--- src/rtl/rxf_pkg.sv ---
package rxf_pkg;

    typedef enum logic [1:0] {
        STEP_HOLD = 2'd0,
        STEP_UP   = 2'd1,
        STEP_DOWN = 2'd2
    } step_e;

    // Chooses the integrator move from the sample and the end-point flags.
    function automatic step_e pick_step(input logic smp, input logic at_top, input logic at_bot);
        if (smp) begin
            return at_top ? STEP_HOLD : STEP_UP;
        end
        return at_bot ? STEP_HOLD : STEP_DOWN;
    endfunction

endpackage

--- src/rtl/rxf_sampler.sv ---
module rxf_sampler #(
    parameter int SYNC_STAGES = 2
) (
    input  logic clk,
    input  logic rst_n,
    input  logic line_in,
    output logic smp_out
);

    typedef struct packed {
        logic [SYNC_STAGES-1:0] sync;
        logic                   smp;
    } smp_state_t;

    smp_state_t st_d, st_q;

    generate
        if (SYNC_STAGES == 1) begin : g_single
            always_comb begin
                st_d.sync = line_in;
                st_d.smp  = st_q.sync[0];
            end
        end else begin : g_chain
            always_comb begin
                st_d.sync = {st_q.sync[SYNC_STAGES-2:0], line_in};
                st_d.smp  = st_q.sync[SYNC_STAGES-1];
            end
        end
    endgenerate

    always_ff @(posedge clk or negedge rst_n) begin
        if (!rst_n) begin
            st_q <= '0;
        end else begin
            st_q <= st_d;
        end
    end

    assign smp_out = st_q.smp;

endmodule

--- src/rtl/rxf_integrator.sv ---
module rxf_integrator #(
    parameter int CNT_W = 4
) (
    input  logic             clk,
    input  logic             rst_n,
    input  logic             smp,
    output logic [CNT_W-1:0] level,
    output logic             held
);
    import rxf_pkg::*;

    localparam logic [CNT_W-1:0] FULL  = {CNT_W{1'b1}};
    localparam logic [CNT_W-1:0] EMPTY = '0;

    typedef logic [CNT_W-1:0] cnt_t;

    typedef struct packed {
        cnt_t cnt;
        logic out;
    } int_state_t;

    int_state_t st_d, st_q;
    step_e      step;

    always_comb begin
        step = pick_step(smp, st_q.cnt == FULL, st_q.cnt == EMPTY);
        st_d = st_q;
        unique case (step)
            STEP_UP:   st_d.cnt = st_q.cnt + cnt_t'(1);
            STEP_DOWN: st_d.cnt = st_q.cnt - cnt_t'(1);
            default:   st_d.cnt = st_q.cnt;
        endcase
        if (st_d.cnt == FULL) begin
            st_d.out = 1'b1;
        end else if (st_d.cnt == EMPTY) begin
            st_d.out = 1'b0;
        end
    end

    always_ff @(negedge clk or negedge rst_n) begin
        if (!rst_n) begin
            st_q <= '0;
        end else begin
            st_q <= st_d;
        end
    end

    assign level = st_q.cnt;
    assign held  = st_q.out;


    inc_step_chk: assert property (@(negedge clk) disable iff (!rst_n)
        (smp && st_q.cnt != FULL) |=> (st_q.cnt == cnt_t'($past(st_q.cnt) + cnt_t'(1))));


    dec_step_chk: assert property (@(negedge clk) disable iff (!rst_n)
        (!smp && st_q.cnt != EMPTY) |=> (st_q.cnt == cnt_t'($past(st_q.cnt) - cnt_t'(1))));


    no_overflow_chk: assert property (@(negedge clk) disable iff (!rst_n)
        (smp && st_q.cnt == FULL) |=> (st_q.cnt == FULL));


    no_underflow_chk: assert property (@(negedge clk) disable iff (!rst_n)
        (!smp && st_q.cnt == EMPTY) |=> (st_q.cnt == EMPTY));


    full_sets_chk: assert property (@(negedge clk) disable iff (!rst_n)
        (st_q.cnt == FULL) |-> st_q.out);


    empty_clears_chk: assert property (@(negedge clk) disable iff (!rst_n)
        (st_q.cnt == EMPTY) |-> !st_q.out);


    hold_between_chk: assert property (@(negedge clk) disable iff (!rst_n)
        !$stable(st_q.out) |-> (st_q.cnt == FULL || st_q.cnt == EMPTY));

endmodule

--- src/rtl/rx_glitch_filter.sv ---
module rx_glitch_filter #(
    parameter int SYNC_STAGES = 2,
    parameter int CNT_W       = 4
) (
    input  logic             clk_f,
    input  logic             rst_n,
    input  logic             rx_raw,
    output logic             rx_clean,
    output logic [CNT_W-1:0] dbg_level
);

    logic smp;

    rxf_sampler #(
        .SYNC_STAGES(SYNC_STAGES)
    ) i_sampler (
        .clk    (clk_f),
        .rst_n  (rst_n),
        .line_in(rx_raw),
        .smp_out(smp)
    );

    rxf_integrator #(
        .CNT_W(CNT_W)
    ) i_integrator (
        .clk  (clk_f),
        .rst_n(rst_n),
        .smp  (smp),
        .level(dbg_level),
        .held (rx_clean)
    );


    reset_quiet_chk: assert property (@(posedge clk_f)
        !rst_n |-> (!rx_clean && dbg_level == '0));

endmodule

--- config.mk ---
export PLATFORM = sky130hd
export DESIGN_NAME = rx_glitch_filter
export DESIGN_NICKNAME = d
export VERILOG_FILES = /design/src/rtl/rxf_pkg.sv /design/src/rtl/rxf_sampler.sv /design/src/rtl/rxf_integrator.sv /design/src/rtl/rx_glitch_filter.sv
export SDC_FILE = /design/constraint.sdc
export NUM_CORES = 1
export LEC_CHECK = 0
export ABC_AREA = 1
export BUFFER_PORTS_ARGS = -buffer_cell sky130_fd_sc_hd__buf_2
export CAP_MARGIN = 20
export CORE_AREA = 2 2 39 41
export DETAILED_ROUTE_END_ITERATION = 12
export DIE_AREA = 0 0 41 43
export GPL_TIMING_DRIVEN = 0
export SLEW_MARGIN = 5
export SYNTH_ARGS = -nofsm -noshare
export SYNTH_HDL_FRONTEND = slang
export SYNTH_SLANG_ARGS = --single-unit
--- constraint.sdc ---
create_clock -name clk_f -period 3.4 [get_ports clk_f]
set_clock_uncertainty 0.2 [all_clocks]
set_input_delay 0.68 -clock clk_f [delete_from_list [all_inputs] [get_ports clk_f]]
set_output_delay 0.68 -clock clk_f [all_outputs]
set_load 0.02 [all_outputs]
==> results.md <==
* Synth top area share at between 20% and 30%
* Ys Warns at 0
* Clk pin slew, worst setup/hold paths at around 0.050 ns
* Initial Util at between 30% and 40%
* Num CTS Buffers at 3
* Pint at 393 uW
* Post-route ant nets at 0
* Final GP Congestion at ~0.64
* FF+latch count, synth at 8
* Overflow after GRT at 0
* Avg Inst Size Synth at ~8.2 um2
* Most frequent cell after synthesis: nand2_1
* Final setup fails at 3
* Crit Path Max Fanout at 3
* Count of input and output buffers at 7
* Switch Pwr at between 300 and 400 uW
* DIE AREA at ~1800 um2
* P&R area growth vs syn at 51.4%
* DRT Pass-1 Iters at 4
* Worst VDD drop at roughly 0.00044 V
* Inst Count DP at a little under 80
* Startpoint types: register
* Critical Path Sink Type: register
* Drt total wl at about 900 um
* CTS max path bufs at 2
* Sequential power share at about 22%
* Critical Path AT at between 1.5 and 2 ns
* Max-cap viol count at 0
* Seq/Total Area, Yosys at between 40% and 50%
* Most used DFF post-synth: dfrtn_1
* Crit path required time at between 1.5 and 2 ns
* Cell taking the most area after synthesis: dfrtn_1
* Ports at 8
* Final worst slack at -0.112 ns
* Die Wd at ~41 um
* # rows at 14
* Die height at approximately 43 um
* PwrDens at about 1000 nW/um2
* Initial antenna violation count at 0
* Avg Vias per Cell at ~4.5
* CTS root buffer: clkbuf_4
* Min-delay worst type: input pin to asynchronous set/reset pin
* Pleak at roughly 0.35 nW
* Dpl hpwl at between 600 and 700 um
* Slew Limit Fails at 0
* Slew headroom at ~88%
* Area after DPL at about 530 um2
* Yosys cell types at 17
* GRT Util Overall at between 10% and 20%
* Combinational share of power at about two thirds
* Layout cells sized above 1 at a little under half
* Failing checks: setup timing
* Core box area at between 1000 and 1500 um2
* Total power at 701 uW
* WS Path Type: register to register
* WL per Instance at 10.0 um
* Post-Synthesis Cell Area at 443 um2
* Post-synth EDFFs at 0
* Syn Nets at 60
* TritonCTS clock tree: yes
* Clk pwr share at 10.7%
* Clock Latency Late Sink at 0.26 ns
* Final setup TNS at -0.131 ns
* Ant diodes at 0
* Synth Instances at 54
* Cell area after layout at roughly 670 um2
* First-pass GRT wire length at approximately 1600 um
* Nets@finish at 81
* Vias in the first global route at around 400
* Remaining DRCs at 0
* Initial drt markers at 3
* CTS H-tree depth at 1
* Post-synth top cells: 17 x nand2_1, 9 x inv_1, 5 x dfrtn_1
* Vias at roughly 400
* Final Hold Viols at 0
* Largest net degree at the start of global routing at 9
* RSZ-0062 raised after global routing: true
* Worst Tran Pin Value at ~0.18 ns
* Post-route insts no fill at 90
* Switch share at a little over two fifths
* Status: finished with violations
* Sink Count at 8
* Top cells by area, synth: dfrtn_1 28%, dfrtp_1 17%, nand2_1 14%
* Post-synth ARST share at 100%
[final timing paths]
kind	from	to	slack [ns]	cells after the start
worst min-delay path	rst_n	i_sampler.st_d[2]	0.06	1
min in group clk_f	i_sampler.st_d[2]	i_sampler.st_d[0]	0.15	0
worst min register to register	i_sampler.st_d[2]	i_sampler.st_d[0]	0.15	0
max in group asynchronous	rst_n	i_integrator.level[3]	1.16	1
worst max-delay path	i_sampler.smp_out	i_integrator.held	-0.11	12
worst max register to register	i_sampler.smp_out	i_integrator.held	-0.11	12
[worst max-delay path: stages, from the launching register on]
cell and delay [ns]:
dfrtp_1 0.35, inv_2 0.05, nand2_4 0.09, inv_6 0.05, ha_4 0.28, nand2_2 0.05, nor2_2 0.08, nor2_2 0.04
or2_1 0.23, nand3_2 0.07, nand2_2 0.06, nand2_1 0.06, nand2_1 0.04
[registers in the layout (all words and copies together) (netlist names)]
name,flops
i_integrator.level,4
i_integrator.held,1
i_sampler.st_d,2
i_sampler.smp_out,1
[repair_timing]
| item | CTS | global route |
|---|---|---|
| setup endpoints to repair | 7 | 7 |
| pin swaps | 1 | 9 |
| buffers inserted | 7 | 2 |
| resized for setup | 11 | 3 |
| hold buffers | 0 | 0 |
[kinds of logic after synthesis]
group / Yosys count / share of synthesized area [%]
adder cells (fa/ha/maj): 3 / 10.2
buffers and inverters: 10 / 8.47
flip-flops: 8 / 45.2
XOR/XNOR: 1 / 1.98
AND/OR/NAND/NOR: 29 / 29.7
AO/OA/AOI/OAI: 3 / 4.52
[power by group through the flow]
| stage | clock network (mW) | logic (mW) | registers, mW |
|---|---|---|---|
| after floorplan | 0 | 0.226 | 0.208 |
| after global placement | 0 | 0.329 | 0.179 |
| after detailed placement | 0 | 0.336 | 0.181 |
| after CTS | 0.0808 | 0.451 | 0.155 |
| after global routing | 0.0858 | 0.530 | 0.159 |
| final | 0.0749 | 0.469 | 0.157 |
[cells in the final DEF, fill, tap and decap left out, drive strengths merged]
cell type	synthesis	routed
fa	1	1
nand2	20	20
dfrtn	5	5
xnor2	1	1
buf	0	16
or2	1	1
ha	2	2
inv	10	10
clkbuf	0	4
nor2	4	4
a31oi	1	1
o21ai	2	2
dfrtp	3	3
nand3	4	4
[per-stage QoR]
| stage | util, % | hold slack (ns) | setup WS (ns) |
|---|---|---|---|
| global route | 48.5 | 0.0543 | -0.251 |
| detailed placement | 38.5 | 0.137 | -0.125 |
| floorplan | - | 0.131 | -0.0308 |
| global placement | 38.5 | 0.134 | -0.107 |
| finish | 48.5 | 0.0622 | -0.112 |
| CTS | 46.7 | 0.0531 | -0.105 |
[per-layer routing]
metal	vias to the layer above	part of all wire (%)	global-route usage, %
li1	206	-	-
met1	185	43	15.5
met4	0	1.1	10.0
met2	8	53	21.3
met3	2	2.7	3.14
met5	-	0	0
[layout make-up]
cell class	instances	area [um2]
multi-input combinational	36	248
clock buffer	4	26.3
fill	147	713
sequential	8	200
inverter	10	42.5
timing repair buffer	16	134
tap	16	20.0
Note: power is estimated with default switching activity, not from simulation.
